$ cat config.mk
export PLATFORM = sky130hd
export DESIGN_NAME = uart_fracdiv
export DESIGN_NICKNAME = d
export VERILOG_FILES = /design/src/rtl/uart_pkg.sv /design/src/rtl/uart_fifo.sv /design/src/rtl/uart_bitclk.sv /design/src/rtl/uart_tx.sv /design/src/rtl/uart_rx.sv /design/src/rtl/uart_fracdiv.sv
export SDC_FILE = /design/constraint.sdc
export NUM_CORES = 1
export LEC_CHECK = 0
export BUFFER_PORTS_ARGS = -buffer_cell sky130_fd_sc_hd__buf_4
export CAP_MARGIN = 20
export CORE_MARGIN = 2
export CORE_UTILIZATION = 61
export CTS_CLUSTER_DIAMETER = 30
export CTS_CLUSTER_SIZE = 16
export DETAILED_ROUTE_END_ITERATION = 8
export PLACE_DENSITY = 0.8
export SLEW_MARGIN = 10
export SYNTH_ARGS = -nofsm -noshare
export SYNTH_HDL_FRONTEND = slang
export SYNTH_SLANG_ARGS = --single-unit
$ cat constraint.sdc
create_clock -name clk -period 3.9 [get_ports clk]
set_clock_uncertainty 0.15 [all_clocks]
set_input_delay 0.585 -clock clk [delete_from_list [all_inputs] [get_ports clk]]
set_output_delay 0.585 -clock clk [all_outputs]
set_load 0.02 [all_outputs]
$ cat src/rtl/uart_pkg.sv
package uart_pkg;

    typedef enum logic [2:0] {
        PH_IDLE,
        PH_START,
        PH_DATA,
        PH_PAR,
        PH_STOP
    } phase_e;

    // Parity kind: 0 even, 1 odd, 2 forced zero, 3 forced one
    function automatic logic par_bit(input logic [7:0] data, input logic seven,
                                     input logic [1:0] kind);
        logic x;
        x = seven ? ^data[6:0] : ^data;
        case (kind)
            2'd0:    return x;
            2'd1:    return ~x;
            2'd2:    return 1'b0;
            default: return 1'b1;
        endcase
    endfunction

endpackage

$ cat src/rtl/uart_fifo.sv
module uart_fifo #(
    parameter int W     = 8,
    parameter int DEPTH = 4
) (
    input  logic                     clk,
    input  logic                     rst_n,
    input  logic                     push,
    input  logic [W-1:0]             wdata,
    input  logic                     pop,
    output logic [W-1:0]             rdata,
    output logic [$clog2(DEPTH):0]   count
);
    localparam int AW = $clog2(DEPTH);

    typedef struct packed {
        logic [AW-1:0] wp;
        logic [AW-1:0] rp;
        logic [AW:0]   cnt;
    } fifo_s;

    fifo_s q, d;
    logic [W-1:0] mem [DEPTH];
    logic wr, rd;

    always_comb begin
        d  = q;
        wr = push && (q.cnt != (AW+1)'(DEPTH));
        rd = pop && (q.cnt != '0);
        if (wr) d.wp = q.wp + 1'b1;
        if (rd) d.rp = q.rp + 1'b1;
        d.cnt = q.cnt + (AW+1)'(wr) - (AW+1)'(rd);
    end

    always_ff @(posedge clk or negedge rst_n) begin
        if (!rst_n) q <= '0;
        else        q <= d;
    end

    always_ff @(posedge clk) begin
        if (wr) mem[q.wp] <= wdata;
    end

    assign rdata = mem[q.rp];
    assign count = q.cnt;
endmodule

$ cat src/rtl/uart_bitclk.sv
module uart_bitclk #(
    parameter int IW = 13,
    parameter int FW = 3
) (
    input  logic          clk,
    input  logic          rst_n,
    input  logic          en,
    input  logic          load,
    input  logic [IW-1:0] load_val,
    input  logic [IW-1:0] div_int,
    input  logic [FW-1:0] div_frac,
    output logic          tick
);
    typedef struct packed {
        logic [IW-1:0] cnt;
        logic [FW-1:0] acc;
    } bclk_s;

    bclk_s q, d;
    logic [FW:0] sum;

    always_comb begin
        d    = q;
        tick = 1'b0;
        sum  = {1'b0, q.acc} + {1'b0, div_frac};
        if (load) begin
            d.cnt = load_val;
            d.acc = '0;
        end else if (en) begin
            if (q.cnt <= IW'(1)) begin
                tick  = 1'b1;
                d.acc = sum[FW-1:0];
                d.cnt = div_int + IW'(sum[FW]);
            end else begin
                d.cnt = q.cnt - 1'b1;
            end
        end
    end

    always_ff @(posedge clk or negedge rst_n) begin
        if (!rst_n) q <= '0;
        else        q <= d;
    end
endmodule

$ cat src/rtl/uart_tx.sv
module uart_tx import uart_pkg::*; (
    input  logic       clk,
    input  logic       rst_n,
    input  logic       en,
    input  logic       tick,
    input  logic       avail,
    input  logic       cts_ok,
    input  logic [7:0] din,
    input  logic       seven,
    input  logic       par_en,
    input  logic [1:0] par_kind,
    input  logic       stop2,
    output logic       pop,
    output logic       load,
    output logic       busy,
    output logic       txd
);
    typedef struct packed {
        phase_e     ph;
        logic [7:0] sh;
        logic [2:0] nb;
        logic       pb;
        logic       sb;
        logic       txd;
    } tx_s;

    tx_s q, d;

    always_comb begin
        d    = q;
        pop  = 1'b0;
        load = 1'b0;
        case (q.ph)
            PH_IDLE: begin
                d.txd = 1'b1;
                if (en && avail && cts_ok) begin
                    pop   = 1'b1;
                    load  = 1'b1;
                    d.sh  = din;
                    d.pb  = par_bit(din, seven, par_kind);
                    d.txd = 1'b0;
                    d.ph  = PH_START;
                end
            end
            PH_START: if (tick) begin
                d.txd = q.sh[0];
                d.sh  = q.sh >> 1;
                d.nb  = '0;
                d.ph  = PH_DATA;
            end
            PH_DATA: if (tick) begin
                if (q.nb == (seven ? 3'd6 : 3'd7)) begin
                    d.sb = stop2;
                    if (par_en) begin
                        d.txd = q.pb;
                        d.ph  = PH_PAR;
                    end else begin
                        d.txd = 1'b1;
                        d.ph  = PH_STOP;
                    end
                end else begin
                    d.nb  = q.nb + 1'b1;
                    d.txd = q.sh[0];
                    d.sh  = q.sh >> 1;
                end
            end
            PH_PAR: if (tick) begin
                d.txd = 1'b1;
                d.ph  = PH_STOP;
            end
            default: if (tick) begin
                if (q.sb) d.sb = 1'b0;
                else      d.ph = PH_IDLE;
            end
        endcase
    end

    always_ff @(posedge clk or negedge rst_n) begin
        if (!rst_n) q <= '{ph: PH_IDLE, sh: '0, nb: '0, pb: 1'b0, sb: 1'b0, txd: 1'b1};
        else        q <= d;
    end

    assign txd  = q.txd;
    assign busy = (q.ph != PH_IDLE);
endmodule

$ cat src/rtl/uart_rx.sv
module uart_rx import uart_pkg::*; (
    input  logic       clk,
    input  logic       rst_n,
    input  logic       en,
    input  logic       tick,
    input  logic       rxd_s,
    input  logic       seven,
    input  logic       par_en,
    input  logic [1:0] par_kind,
    input  logic       stop2,
    output logic       load,
    output logic       push,
    output logic [7:0] dout,
    output logic       ferr,
    output logic       perr
);
    typedef struct packed {
        phase_e     ph;
        logic [7:0] sh;
        logic [2:0] nb;
        logic       pb;
        logic       fe;
        logic       sb;
    } rx_s;

    rx_s  q, d;
    logic fe_n;

    always_comb begin
        d    = q;
        load = 1'b0;
        push = 1'b0;
        fe_n = q.fe | ~rxd_s;
        case (q.ph)
            PH_IDLE: if (en && !rxd_s) begin
                load = 1'b1;
                d.ph = PH_START;
            end
            PH_START: if (tick) begin
                d.sh = '0;
                d.nb = '0;
                d.ph = rxd_s ? PH_IDLE : PH_DATA;
            end
            PH_DATA: if (tick) begin
                d.sh = seven ? {1'b0, rxd_s, q.sh[6:1]} : {rxd_s, q.sh[7:1]};
                if (q.nb == (seven ? 3'd6 : 3'd7)) begin
                    d.fe = 1'b0;
                    d.sb = stop2;
                    d.ph = par_en ? PH_PAR : PH_STOP;
                end else begin
                    d.nb = q.nb + 1'b1;
                end
            end
            PH_PAR: if (tick) begin
                d.pb = rxd_s;
                d.ph = PH_STOP;
            end
            default: if (tick) begin
                d.fe = fe_n;
                if (q.sb) d.sb = 1'b0;
                else begin
                    push = 1'b1;
                    d.ph = PH_IDLE;
                end
            end
        endcase
    end

    always_ff @(posedge clk or negedge rst_n) begin
        if (!rst_n) q <= '{ph: PH_IDLE, sh: '0, nb: '0, pb: 1'b0, fe: 1'b0, sb: 1'b0};
        else        q <= d;
    end

    assign dout = q.sh;
    assign ferr = fe_n;
    assign perr = par_en && (q.pb != par_bit(q.sh, seven, par_kind));
endmodule

$ cat src/rtl/uart_fracdiv.sv
module uart_fracdiv #(
    parameter int DEPTH    = 4,
    parameter int IW       = 13,
    parameter int FW       = 3,
    parameter int RTS_ROOM = 2
) (
    input  logic                      clk,
    input  logic                      rst_n,
    input  logic [IW+FW-1:0]          cfg_div,
    input  logic [1:0]                cfg_clk_sel,
    input  logic                      cfg_seven,
    input  logic                      cfg_par_en,
    input  logic [1:0]                cfg_par_kind,
    input  logic                      cfg_stop2,
    input  logic                      cfg_fc_en,
    input  logic [1:0]                cfg_irq_en,
    input  logic                      stat_clr,
    input  logic                      tx_push,
    input  logic [7:0]                tx_data,
    output logic                      tx_full,
    input  logic                      rx_pop,
    output logic [7:0]                rx_data,
    output logic [$clog2(DEPTH):0]    rx_count,
    output logic                      rx_frame_err,
    output logic                      rx_par_err,
    output logic                      rx_overrun,
    output logic                      irq,
    output logic                      txd,
    input  logic                      rxd,
    input  logic                      cts_n,
    output logic                      rts_n
);
    localparam int CW = $clog2(DEPTH) + 1;

    typedef struct packed {
        logic [2:0] pre;
        logic       rx_m;
        logic       rx_s;
        logic       fe;
        logic       pe;
        logic       ov;
    } top_s;

    top_s q, d;
    logic en;
    logic [IW-1:0] div_int;
    logic [FW-1:0] div_frac;
    logic [CW-1:0] tx_cnt, rx_cnt;
    logic [7:0]    tx_dout, rx_dout;
    logic tx_pop, tx_load, tx_tick, tx_busy;
    logic rx_load, rx_tick, rx_push, rx_ferr, rx_perr;

    assign div_int  = cfg_div[IW+FW-1:FW];
    assign div_frac = cfg_div[FW-1:0];

    always_comb begin
        d      = q;
        d.pre  = q.pre + 3'd1;
        d.rx_m = rxd;
        d.rx_s = q.rx_m;
        d.fe   = (q.fe & ~stat_clr) | (rx_push & rx_ferr);
        d.pe   = (q.pe & ~stat_clr) | (rx_push & rx_perr);
        d.ov   = (q.ov & ~stat_clr) | (rx_push & (rx_cnt == CW'(DEPTH)));
        case (cfg_clk_sel)
            2'd0:    en = 1'b1;
            2'd1:    en = q.pre[0];
            2'd2:    en = &q.pre[1:0];
            default: en = &q.pre;
        endcase
    end

    always_ff @(posedge clk or negedge rst_n) begin
        if (!rst_n) q <= '{pre: '0, rx_m: 1'b1, rx_s: 1'b1, fe: 1'b0, pe: 1'b0, ov: 1'b0};
        else        q <= d;
    end

    uart_fifo #(.W(8), .DEPTH(DEPTH)) u_txq (
        .clk(clk), .rst_n(rst_n), .push(tx_push), .wdata(tx_data),
        .pop(tx_pop), .rdata(tx_dout), .count(tx_cnt)
    );

    uart_fifo #(.W(8), .DEPTH(DEPTH)) u_rxq (
        .clk(clk), .rst_n(rst_n), .push(rx_push), .wdata(rx_dout),
        .pop(rx_pop), .rdata(rx_data), .count(rx_cnt)
    );

    uart_bitclk #(.IW(IW), .FW(FW)) u_tx_clk (
        .clk(clk), .rst_n(rst_n), .en(en), .load(tx_load), .load_val(div_int),
        .div_int(div_int), .div_frac(div_frac), .tick(tx_tick)
    );

    uart_bitclk #(.IW(IW), .FW(FW)) u_rx_clk (
        .clk(clk), .rst_n(rst_n), .en(en), .load(rx_load), .load_val(div_int >> 1),
        .div_int(div_int), .div_frac(div_frac), .tick(rx_tick)
    );

    uart_tx u_tx (
        .clk(clk), .rst_n(rst_n), .en(en), .tick(tx_tick),
        .avail(tx_cnt != '0), .cts_ok(!cfg_fc_en || !cts_n), .din(tx_dout),
        .seven(cfg_seven), .par_en(cfg_par_en), .par_kind(cfg_par_kind),
        .stop2(cfg_stop2), .pop(tx_pop), .load(tx_load), .busy(tx_busy), .txd(txd)
    );

    uart_rx u_rx (
        .clk(clk), .rst_n(rst_n), .en(en), .tick(rx_tick), .rxd_s(q.rx_s),
        .seven(cfg_seven), .par_en(cfg_par_en), .par_kind(cfg_par_kind),
        .stop2(cfg_stop2), .load(rx_load), .push(rx_push), .dout(rx_dout),
        .ferr(rx_ferr), .perr(rx_perr)
    );

    assign tx_full      = (tx_cnt == CW'(DEPTH));
    assign rx_count     = rx_cnt;
    assign rx_frame_err = q.fe;
    assign rx_par_err   = q.pe;
    assign rx_overrun   = q.ov;
    assign irq          = (cfg_irq_en[0] && rx_cnt != '0) ||
                          (cfg_irq_en[1] && (q.fe || q.pe || q.ov));
    assign rts_n        = cfg_fc_en && ((CW'(DEPTH) - rx_cnt) < CW'(RTS_ROOM));
endmodule

; ---- Yosys cells after proc, flatten, opt, wreduce, memory -nomap -nowiden
; Memory sizes are Yosys's and may differ from the RTL's.
; Index checks and enable logic that the tools add are counted.
; Widths: inputs -> output; s select.
[classes]
n_bitwise = 16
eq_ne = 31
add_sub_neg = 18
order_cmp = 3
reduce_logical = 56
muxes = 69
[ops]
columns = operator, n
row1 = $mux 16, 4
row2 = $mux 14, 4
row3 = $mux 3, 13
row4 = $mux 1, 27
row5 = $add 13x1->13, 2
row6 = $le 13x1->1 const B, 2
row7 = $mux 13, 2
row8 = $sub 13x1->13 const B, 2
row9 = $pmux 3 s4, 2
row10 = $pmux 8 s3, 1
row11 = $mux 11, 2
row12 = $pmux 11 s2, 1
row13 = $ne 2x2->1 const B, 8
row14 = $reduce_bool 2->1, 8
row15 = $reduce_xor 8->1, 2
row16 = $reduce_and 7->1, 2
row17 = $reduce_xor 7->1, 2
row18 = $eq 3x2->1 const B, 4
row19 = $reduce_and 3->1, 4
row20 = $reduce_and 4->1, 3
row21 = $logic_and 1x1->1, 11
row22 = $mux 2, 5
row23 = $ne 5x5->1 const B, 2
row24 = $reduce_and 2->1, 5
row25 = other kinds (33), 75
[totals]
mem_bits_rw = 64
output_inout_bits = 18
regBits = 88
mem_count = 2
input_bits = 41
[memory_table]
columns = name, depth, width, rd, rd_ports_with_merged_regs, wr, line_no
row1 = u_rxq.mem, 4, 8, 1, 0, 1, uart_fifo.sv:22  ; logic [W-1:0] mem [DEPTH];
row2 = u_txq.mem, 4, 8, 1, 0, 1, uart_fifo.sv:22

; ---- Longest topological paths before layout
; Gate-level depths: netlist of run 1.
[depth]
depth_word = 11
mapped_depth = 13

; ---- By module
; Synthesis of run 1 repeated with hierarchy kept, for this count alone.
[hier_totals]
hier_cells = 755
hier_area_um2 = 8670.8
[modules_own_cells]
columns = module, seq_area_each_um2, cells_each, area_per_inst_um2, instances
row1 = uart_fifo, 1136.1, 84, 1641.6, 2
row2 = uart_bitclk (u_tx_clk), 400.4, 168, 1461.4, 1
row3 = uart_bitclk (u_rx_clk), 400.4, 167, 1458.9, 1
row4 = uart_tx, 426.7, 116, 1101.1, 1
row5 = uart_rx, 425.4, 98, 980.9, 1
row6 = uart_fracdiv, 202.7, 38, 385.4, 1

; ---- Least setup slack after synthesis of run 1
; OpenSTA, ideal clock, no wires.
[synth_timing]
path_kind = reg2reg
from = reg q[5] (netlist name)
to = reg u_txq.q, in the netlist u_txq.count[2]
stages_incl_launch_ff = 14
arrival_time_ns = 2.729
setup_slack_ns = 0.898
setup_ns = 0.123
path_buffers = 2
path_cell_list = dfrtp_1 > ha_1 > ha_1 > mux2i_1 > a21o_1 > or3_1 > buf_2 > clkinv_1 > buf_2 > ha_1 > inv_1 > ha_1 > fa_1 > xnor2_1
[synth_rtl]
columns = element, line_no
row1 = from (decl), uart_fracdiv.sv:44  ; top_s q, d;
row2 = from (signal assigned), uart_fracdiv.sv:73  ; if (!rst_n) q <= '{pre: '0, rx_m: 1'b1, rx_s: 1'b1, fe: 1'b0, pe: 1'b0, ov: 1'b0};
row3 = to (signal assigned), uart_fifo.sv:35  ; if (!rst_n) q <= '0;
row4 = to (signal assigned), uart_fifo.sv:36  ; else q <= d;
row5 = to (decl), uart_fifo.sv:21  ; fifo_s q, d;

; ---- Worst setup path in the final report of run 1
[layout_timing]
from = reg u_rx_clk.q[9] (netlist name)
to = mem u_rxq.mem[0][6], enable pin
[layout_via]
elab_chain_cells = 9
[layout_lines]
columns = element, line_no
row1 = from (decl), uart_bitclk.sv:19  ; bclk_s q, d;
row2 = from (signal assigned), uart_bitclk.sv:41  ; if (!rst_n) q <= '0;
row3 = from (signal assigned), uart_bitclk.sv:42  ; else q <= d;
row4 = $le 13x1->1, uart_bitclk.sv:30  ; if (q.cnt <= IW'(1)) begin
row5 = $mux 1, uart_bitclk.sv:30
row6 = $mux 1, uart_bitclk.sv:29  ; end else if (en) begin
row7 = $mux 1, uart_bitclk.sv:26  ; if (load) begin
row8 = $mux 1, uart_rx.sv:58  ; default: if (tick) begin
row9 = $mux 1, uart_rx.sv:34  ; case (q.ph)
row10 = $logic_and 1x1->1, uart_fifo.sv:27  ; wr = push && (q.cnt != (AW+1)'(DEPTH));
row11 = $mux 1, uart_fifo.sv:40  ; if (wr) mem[q.wp] <= wdata;
row12 = $mux 1 (implied by the code), uart_fifo.sv:40
row13 = to (decl), uart_fifo.sv:22
; Every way passes these cells.

==> metrics.md, run 1 <==
| Metric | Value |
|---|---|
| Status | `finished, final reports clean` |
| Area delta synth->final | `14.4%` |
| Total Routing Usage GR | `27.2%` |
| Fmax | `330 MHz` |
| Async set-reset flop share out of synthesis | `57.9%` |
| Io pins | `59` |
| #FFs+latches synth | `152` |
| Fin Hold WS | `0.124 ns` |
| Rel. slew slack | `38.3%` |
| Core ar. | `13,200 sq um` |
| DRT Wirelength | `18,300 microns` |
| Mapped Cells | `758` |
| Pwr Total | `6310 uW` |
| Port Buffer Count | `58` |
| Die outline width | `121 microns` |
| Synth Area in XOR/XNOR | `6.47%` |
| Sequential share of the synthesized area | `49.9%` |
| Tightest Pin Transition | `0.926 ns` |
| Peak supply drop | `0.370 mV` |
| Die H | `121 microns` |
| Total setup buffers inserted after CTS | `0` |
| Adder-cell area share of the yosys netlist | `5.95%` |
| Largest family of logic cells by synthesized area | `simple AND/OR/NAND/NOR gates` |
| Crit path DAT | `2.95 ns` |
| Fin crit period | `3.03 ns` |
| Hold WC Path Type | `in2reg` |
| Pin count of the biggest net entering global routing | `44` |
| DRC errors left | `0` |
| Most frequently used flop master after synthesis | `dfrtp_1` |
| Compound-Gate Fraction of Synth Area | `13.0%` |
| CP required | `3.82 ns` |
| Synth Area in Simple Gates | `14.2%` |
| PwrDens | `666 nW/um^2` |
| Area of the mapped netlist | `8280 sq um` |
| Tcrit/Tclk final | `77.6%` |
| Clock root buffer | `clkbuf_16` |
| Fin. max-slew vios | `0` |
| Ant diodes | `0` |
| DP Wirelength | `12,700 microns` |
| Average size of a mapped cell | `10.9 sq um` |
| Crit end category | `flop` |
| Syn_nets | `836` |
| TritonCTS clock tree | `built` |
| Die area | `14,500 sq um` |
| H-Tree Depth | `4` |
| Mux contribution to synthesized area | `6.57%` |
| Post-synth EDFFs | `64` |
| Fin nets | `880` |
| CTS buffer count | `17` |
| Syn. warnings | `0` |
| Clk Latency, worst-skew pair | `0.42 ns` |
| Iteration-0 DRC Markers | `654` |
| Routed vias | `6,120` |
| RSZ-0062 raised after global routing | `no` |
| GRT overflow | `0` |
| CP Launch Type | `flop` |
| Routed length per placed instance | `18.5 microns` |
| Setup violators final | `0` |
| RePlAce Congestion | `0.904` |
| Clock net sink count | `152` |
| Final hold violation count | `0` |
| Initial antenna violation count | `0` |
| Vias in the first global route | `6,107` |
| Placed Area | `8820 sq um` |
| Final instance area | `9470 sq um` |
| LEAKAGE | `0.00382 uW` |
| Layout cells sized above 1 | `15.8%` |
| Crit path kind | `reg2reg` |
| Initial Utilization | `62.5%` |
| Clk pin slew, worst setup/hold paths | `0.06 ns` |
| Row count | `42` |
| Fill cells | `918` |
| Netlist cell types | `66` |
| Post-route worst setup slack | `0.873 ns` |
| Setup TNS | `0 ns` |
| TritonRoute pass-1 iters | `5` |
| Clock Path Buffers | `2` |
| Max-Cap Viols | `0` |
| CP max FO | `8` |
| Final ANT Viol Nets | `0` |
| DR vias/cell | `6.18` |
| Place WS | `0.912 ns` |
| First-pass GRT wire length | `30,700 microns` |
layout by cell type (no fill, tap or decap), types with 6 or more instances in the layout:
cell	count
o31ai_1	10
buf_4	67
a21oi_1	43
nor3_1	11
nor4_1	9
nand2b_1	6
a31oi_1	16
o21ai_0	31
nor2b_1	9
ha_1	33
dfrtp_1	85
xor2_1	22
and3_1	6
xnor2_1	34
inv_1	33
nor2_1	57
nand3_1	18
mux4_2	11
edfxtp_1	64
a21o_1	9
o22ai_1	9
clkbuf_16	18
mux2i_1	12
nand2_1	77
o211ai_1	12
and2_1	8
a22o_1	9
worst max-delay path: stages (launching register included):
cell	delay (ns)
dfrtp_1	0.46
nor4_2	0.50
and3_1	0.36
nand4_4	0.23
nor4b_4	0.47
and2_1	0.49
flip-flops by register name, summed over array words and instances (netlist names), 8 cells and up:
register,cells
u_rx.dout,8
u_tx_clk.q,16
u_rx_clk.q,16
u_rxq.mem,32
u_rx.q,9
u_tx.q,16
u_txq.mem,32
Yosys cell counts, types with 10 or more instances:
cell type,n,area [sq um]
o21ai_0,31,155
nand2_1,77,289
nand3_1,18,90.1
ha_1,33,413
clkbuf_1,33,124
mux4_2,11,248
edfxtp_1,64,1920
mux2i_1,12,120
xnor2_1,34,298
o31ai_1,10,75.1
o211ai_1,12,90.1
nor2_1,57,214
inv_1,33,124
xor2_1,22,193
dfrtp_1,85,2130
nor4_1,10,62.6
a31oi_1,16,100
a21oi_1,44,220
nor3_1,11,55.1
metal layers:
metal | vias to the layer above | track usage (%) | share of wire [%]
li1 | 2843 | - | -
met2 | 218 | 44.3 | 50
met4 | 0 | 9.08 | 1.9
met5 | - | 0 | 0
met1 | 3027 | 36.8 | 43
met3 | 32 | 5.61 | 6.0
logic make-up (layout without fill, tap and decap cells):
| kind of cell | Yosys count | in the layout |
|---|---|---|
| DFF | 152 | 152 |
| adders and majority gates | 37 | 37 |
| buffers and inverters | 77 | 134 |
| xor gates and xnor gates | 58 | 58 |
| muxes | 32 | 32 |
| AOI/OAI and AO/OA | 169 | 169 |
| and+or+nand+nor | 233 | 233 |
area by class of cell:
| class | count | area [sq um] | area share [%] |
|---|---|---|---|
| repair buffers | 68 | 513 | 5.42 |
| clock inverters | 11 | 160 | 1.69 |
| well taps | 176 | 220 | 2.32 |
| flip-flops and latches | 152 | 4130 | 43.6 |
| clock buffers | 21 | 482 | 5.09 |
| multi-input cells | 529 | 3840 | 40.6 |
| inverters | 34 | 128 | 1.35 |
worst paths after layout:
| kind | slack (ns) | end | start | cells past startpoint |
|---|---|---|---|---|
| setup / recovery | 0.87 | u_rxq.mem[0][6]$_DFFE_PP_ | u_rx_clk.q[9]$_DFFE_PN0P_ | 5 |
| hold / removal | 0.12 | d[3]$_DFF_PN1_ | rxd | 1 |
| setup reg to reg | 0.87 | u_rxq.mem[0][6]$_DFFE_PP_ | u_rx_clk.q[9]$_DFFE_PN0P_ | 5 |
| hold reg to reg | 0.21 | q[3]$_DFF_PN1_ | d[3]$_DFF_PN1_ | 0 |
| max in group asynchronous | 2.37 | u_tx_clk.q[7]$_DFFE_PN0P_ | rst_n | 3 |
| min in group asynchronous | 0.41 | u_rx.dout[1]$_DFFE_PN0P_ | rst_n | 2 |
through the flow:
stage,utilization [%],instances
6_report,71.5,991
5_1_grt,71.5,991
4_1_cts,71.5,991
3_5_place_dp,66.6,958
3_3_place_gp,66.6,958
2_1_floorplan,-,758
report_power, final:
part           internal [uW]  switching [uW]  leakage (uW)  total [uW]
logic                   1020            1080       0.00187        2090
clock network           1090             667      0.000308        1760
registers               2010             444       0.00165        2460
total                   4120            2190       0.00382        6310
timing repair:
action                    in CTS  in global routing
hold endpoints to repair      13                  0
hold buffers                   1                  0
gates resized for setup        0                  0
Note: power is estimated with default switching activity, not from simulation.
==> run 2, diff against run 1 <==
CORE_UTILIZATION = 55   (was 61)
PLACE_DENSITY = 0.77   (was 0.8)
clock period = 2.68 ns   (was 3.9 ns; I/O delays follow)
==> run 2 against run 1 <==
Hold slack worse by 0.10 ns. Non-clock buffer count up 29. Routed wire length down 0.25%. First-iteration DRC count down 31%. Global-route usage down 3.5 points. Core utilization down 4.9 points. Critical path depth up 5. Via count up 0.65%. Register-to-register slack worse by 0.87 ns. Maximum frequency up 13%. Critical endpoint is now u_txq.count[1]$_DFF_PN0_. Largest cell class unchanged. Highest routed layer unchanged.
==> metrics.md, run 2 (synthesis results as in run 1) <==
| Metric | Value |
|---|---|
| DR vias/cell | `5.99` |
| Status | `finished, final reports clean` |
| Initial antenna violation count | `0` |
| Rel. slew slack | `48.9%` |
| Clk network pwr share | `27.3%` |
| CTS buffer count | `17` |
| RR Endpoint | `u_txq.count[1]$_DFF_PN0_` |
| Fin crit period | `2.67 ns` |
| Fin nets | `909` |
| Clock Path Buffers | `2` |
| LEAKAGE | `0.00398 uW` |
| Biggest regs | `u_rxq.mem (32), u_txq.mem (32)` |
| Fmax | `374 MHz` |
| CP required | `2.82 ns` |
| Die outline width | `127 microns` |
| Placed Area | `9040 sq um` |
| Clk Latency, worst-skew pair | `0.42 ns` |
| Iteration-0 DRC Markers | `448` |
| Total Routing Usage GR | `23.7%` |
| DRC errors left | `0` |
| Initial Utilization | `56.5%` |
| Hold WC Path Type | `in2reg` |
| GR peak layer | `met2` |
| GRT overflow | `0` |
| Routed length per placed instance | `17.8 microns` |
| Worst hold stages | `1` |
| Vias in the first global route | `6,267` |
| Final ANT Viol Nets | `0` |
| Sw Ratio | `35.2%` |
| Hold_sp | `tx_data[4]` |
| Met1 usage in global routing | `29.1%` |
| Sequential power share | `37.0%` |
| Comb power frac | `35.7%` |
| Routed vias | `6,160` |
| Area delta synth->final | `17.9%` |
| RePlAce Congestion | `0.888` |
| PwrDens | `958 nW/um^2` |
| CP dominant cell by count | `ha_2` |
| DP Wirelength | `12,800 microns` |
| CP max FO | `3` |
| Clk pin slew, worst setup/hold paths | `0.06 ns` |
| Row count | `44` |
| Tcrit/Tclk final | `99.8%` |
| Layout cells sized above 1 | `20.6%` |
| Fin. max-slew vios | `0` |
| Clock root buffer | `clkbuf_16` |
| TritonRoute pass-1 iters | `6` |
| Commonest non-fill, non-tap cells in the layout | `94 x buf_4, 84 x dfrtp_1, 77 x nand2_1, 64 x edfxtp_1, 57 x nor2_1` |
| CP Launch Type | `flop` |
| Tightest Pin Transition | `0.761 ns` |
| Place WS | `0.0299 ns` |
| Final instance area | `9760 sq um` |
| Die H | `127 microns` |
| TritonCTS clock tree | `built` |
| H-Tree Depth | `4` |
| Crit path DAT | `2.82 ns` |
| Ant diodes | `0` |
| Die area | `16,100 sq um` |
| First-pass GRT wire length | `30,200 microns` |
| Hold EP | `u_txq.mem[0][4]$_DFFE_PP_` |
| DRT Wirelength | `18,300 microns` |
| M2 GR Usage | `42.0%` |
| Max-Cap Viols | `0` |
| Crit end category | `flop` |
| Peak supply drop | `0.645 mV` |
| Crit path largest cell delay | `0.44 ns` |
| Worst Reg-to-Reg Cells | `10` |
| Clock net sink count | `152` |
| Post-route worst setup slack | `0.00670 ns` |
| Core ar. | `14,600 sq um` |
| Io pins | `59` |
| Setup violators final | `0` |
| Final hold violation count | `0` |
| Crit-path cells | `ha_2 > ha_2 > mux2i_2 > a21o_1 > or3_4 > clkinv_4 > ha_1 > inv_2 > ha_2 > fa_2` |
| Worst r2r src | `q[5]$_DFF_PN0_` |
| Global-route met3 utilization | `4.64%` |
| R2r setup slk | `0.007 ns` |
| Port Buffer Count | `58` |
| P_sw | `3300 uW` |
| Crit path kind | `reg2reg` |
| Most common cell after layout, fill and taps aside | `buf_4` |
| Pin count of the biggest net entering global routing | `59` |
| Cell Int Power | `6050 uW` |
| CP max stage cell | `fa_2` |
[run 2: cell types whose count changed in the layout (fill, tap and decap cells not counted), moves of 3 or more]
cell	delta
and2_1	-4
ha_2	+3
buf_4	+27
ha_1	-3
inv_6	+4
inv_8	+3
and2_2	+4
[run 2: area by class of cell]
class,instances,area (sq um)
fillers,1084,4880
flip-flops and latches,152,4130
multi-input cells,529,3900
repair buffers,97,746
clock buffers,17,425
well taps,184,230
clock inverters,15,201
inverters,34,133
[run 2: metrics by stage]
stage          setup TNS (ns)  total power (uW)  hold slack [ns]  utilization [%]  instances
2_1_floorplan          -0.243              5790          -0.0436                -        758
3_3_place_gp                0              6560            0.199             61.7        991
3_5_place_dp                0              6720            0.199             61.7        991
4_1_cts                     0              9320           0.0118             66.1       1025
5_1_grt               -0.0614              9880           0.0135             66.7       1028
6_report                    0              9350           0.0228             66.7       1028
[run 2: power groups by stage]
stage	Clock, uW	Sequential (uW)	Combinational, uW
after detailed placement	0	3480	3240
after global routing	2700	3530	3650
after floorplan	0	3270	2520
final	2550	3460	3340
after CTS	2590	3450	3280
after global placement	0	3440	3120
[run 2: repair_timing]
| action | in CTS | in global routing |
|---|---|---|
| buffers inserted | 0 | 3 |
| setup endpoints to repair | 0 | 42 |
| resized for setup | 0 | 15 |
| hold buffers | 2 | 0 |
| endpoints found under the hold margin | 29 | 0 |
[run 2: layer usage]
metal  routed length [microns]  up-vias
met5                         0        -
met4                       306        0
li1                          -     2908
met1                      7630     2979
met2                      9310      239
met3                      1050       34
[run 2: worst max path at each step]
stage / startpoint / endpoint / cells after the start
floorplan: q[5]$_DFF_PN0_ / u_rxq.count[1]$_DFF_PN0_ / 8
global placement: cfg_div[1] / u_tx_clk.q[12]$_DFFE_PN0P_ / 11
detailed placement: q[5]$_DFF_PN0_ / u_txq.count[1]$_DFF_PN0_ / 10
CTS: q[5]$_DFF_PN0_ / u_txq.count[1]$_DFF_PN0_ / 10
global route: q[5]$_DFF_PN0_ / u_txq.count[1]$_DFF_PN0_ / 10
finish: q[5]$_DFF_PN0_ / u_txq.count[1]$_DFF_PN0_ / 10
[run 2: critical path, delay by kind of cell (launching register included)]
kind            cells  cell delay [ns]
buf+inv             2             0.12
simple gates        1             0.40
mux                 1             0.08
compound gates      1             0.21
fa+ha+maj           5             1.20
flops               1             0.38
==> run 3, diff against run 2 <==
HOLD_SLACK_MARGIN = 0.03   (was default)
==> run 3 against run 2 <==
Design area grew 0.92%. Sequential share of layout area down 0.39 points. Power increased by 0.13%. Clock power hardly changed. Critical path type unchanged. Critical endpoint unchanged. Highest routed layer unchanged.
==> metrics.md, run 3 (synthesis results as in run 1) <==
| Metric | Value |
|---|---|
| Fmax | `374 MHz` |
| Die area | `16,100 sq um` |
| DRT Wirelength | `18,300 microns` |
| CP dominant cell by count | `ha_2` |
| Port Buffer Count | `58` |
| Worst Reg-to-Reg Cells | `10` |
| Clock Path Buffers | `2` |
| Tcrit/Tclk final | `99.7%` |
| Rel. slew slack | `49.0%` |
| Fin. max-slew vios | `0` |
| Clock net sink count | `152` |
| Commonest non-fill, non-tap cells in the layout | `94 x buf_4, 84 x dfrtp_1, 77 x nand2_1, 64 x edfxtp_1, 57 x nor2_1` |
| Final hold violation count | `0` |
| Sw Ratio | `35.2%` |
| Sequential power share | `36.9%` |
| DR vias/cell | `5.95` |
| P_sw | `3300 uW` |
| Routed vias | `6,169` |
| LEAKAGE | `0.00402 uW` |
| Comb power frac | `35.8%` |
| PwrDens | `950 nW/um^2` |
| Most common cell after layout, fill and taps aside | `buf_4` |
| Layout cells sized above 1 | `20.4%` |
| Crit path largest cell delay | `0.44 ns` |
| Core ar. | `14,600 sq um` |
| Crit end category | `flop` |
| Final ANT Viol Nets | `0` |
| CP startpoint | `q[5]$_DFF_PN0_` |
| Routed length per placed instance | `17.7 microns` |
| CP Launch Type | `flop` |
| Crit path to | `u_txq.count[1]$_DFF_PN0_` |
| Hold WC Path Type | `in2reg` |
| Area delta synth->final | `19.0%` |
| Fill cells | `1,069` |
| Clock root buffer | `clkbuf_16` |
| Number of stages on the worst setup path | `10` |
| Crit-path cells | `ha_2 > ha_2 > mux2i_2 > a21o_1 > or3_4 > clkinv_4 > ha_1 > inv_2 > ha_2 > fa_2` |
| Crit path kind | `reg2reg` |
| Setup violators final | `0` |
| Total Routing Usage GR | `23.8%` |
| DP Wirelength | `12,800 microns` |
| Max-Cap Viols | `0` |
| CP max FO | `3` |
| Peak supply drop | `0.647 mV` |
| GRT overflow | `0` |
| Vias in the first global route | `6,297` |
| Initial Utilization | `56.5%` |
| CP required | `2.83 ns` |
| Die H | `127 microns` |
| TritonCTS clock tree | `built` |
| Pin count of the biggest net entering global routing | `59` |
| Clk network pwr share | `27.3%` |
| DRC errors left | `0` |
| Fin crit period | `2.67 ns` |
| RePlAce Congestion | `0.888` |
| RR Endpoint | `u_txq.count[1]$_DFF_PN0_` |
| Cell Int Power | `6060 uW` |
| Initial antenna violation count | `0` |
| Worst r2r src | `q[5]$_DFF_PN0_` |
| Status | `finished, final reports clean` |
| Setup TNS | `0 ns` |
| CP top delay family | `adder cells` |
| Crit path DAT | `2.82 ns` |
| Die outline width | `127 microns` |
| First-pass GRT wire length | `30,300 microns` |
| Clk pin slew, worst setup/hold paths | `0.07 ns` |
| CP max stage cell | `fa_2` |
| Clk Latency, worst-skew pair | `0.43 ns` |
| Post-route worst setup slack | `0.00734 ns` |
| Io pins | `59` |
| H-Tree Depth | `4` |
| Ant diodes | `0` |
| Fin nets | `918` |
| CTS buffer count | `17` |
| Iteration-0 DRC Markers | `505` |
| Biggest regs | `u_rxq.mem (32), u_txq.mem (32)` |
| Buf/Inv on CP | `2` |
| Place WS | `0.0299 ns` |
| R2r setup slk | `0.007 ns` |
| Tightest Pin Transition | `0.759 ns` |
| Row count | `44` |
| TritonRoute pass-1 iters | `5` |
[run 3: cell types whose count changed in the layout (fill, tap and decap cells not counted), sizes merged]
cell and delta:
dlygate4sd3 +9
[run 3: final cells by class]
cell class | instances | area, sq um | share of cell area (%)
clock buffer | 17 | 425 | 4.32
clock inverter | 15 | 201 | 2.04
inverter | 34 | 133 | 1.35
multi-input combinational | 529 | 3900 | 39.6
sequential | 152 | 4130 | 41.9
tap | 184 | 230 | 2.34
timing repair buffer | 106 | 836 | 8.48
[run 3: stage by stage]
step | power, uW | area (sq um) | cells | hold slack, ns | utilization [%]
floorplan | 5790 | 8300 | 758 | -0.0436 | -
global placement | 6560 | 9040 | 991 | 0.199 | 61.7
detailed placement | 6720 | 9040 | 991 | 0.199 | 61.7
CTS | 9330 | 9780 | 1034 | 0.116 | 66.8
global route | 9890 | 9850 | 1037 | 0.125 | 67.3
finish | 9360 | 9850 | 1037 | 0.125 | 67.3
[run 3: layer usage]
metal	global-route usage [%]	up-vias	routed length, microns
li1	-	2929	-
met1	29.2	2976	7570
met2	42.2	230	9360
met3	4.64	34	1060
met4	8.47	0	318
met5	0	-	0
[run 3: worst min path at each step]
| stage | start | end | slack (ns) | depth (start not counted) |
|---|---|---|---|---|
| floorplan | rst_n | q[5]$_DFF_PN0_ | -0.04 | 0 |
| global placement | d[3]$_DFF_PN1_ | q[3]$_DFF_PN1_ | 0.20 | 0 |
| detailed placement | d[3]$_DFF_PN1_ | q[3]$_DFF_PN1_ | 0.20 | 0 |
| CTS | cfg_par_en | rx_par_err$_DFF_PN0_ | 0.12 | 3 |
| global route | cfg_par_en | rx_par_err$_DFF_PN0_ | 0.13 | 3 |
| finish | cfg_par_kind[1] | u_tx.q[2]$_DFFE_PN0P_ | 0.12 | 3 |
[run 3: timing repair]
item	in CTS	in global routing
hold buffers	11	0
hold endpoints to repair	63	0
resized for setup	0	15
endpoints found under the setup margin	0	42
buffers inserted	0	3
[run 3: power groups by stage]
| stage | registers, uW | clock network, uW | logic, uW |
|---|---|---|---|
| final | 3450 | 2560 | 3350 |
| after global routing | 3530 | 2700 | 3660 |
| after CTS | 3450 | 2590 | 3290 |
| after detailed placement | 3480 | 0 | 3240 |
| after global placement | 3440 | 0 | 3120 |
| after floorplan | 3270 | 0 | 2520 |
[run 3: worst reg2reg max path, delay by kind of cell (launching register included)]
family | cells | cell delay, ns
fa+ha+maj | 5 | 1.20
mux | 1 | 0.08
compound gates | 1 | 0.21
flops | 1 | 0.38
simple gates | 1 | 0.40
buf+inv | 2 | 0.12
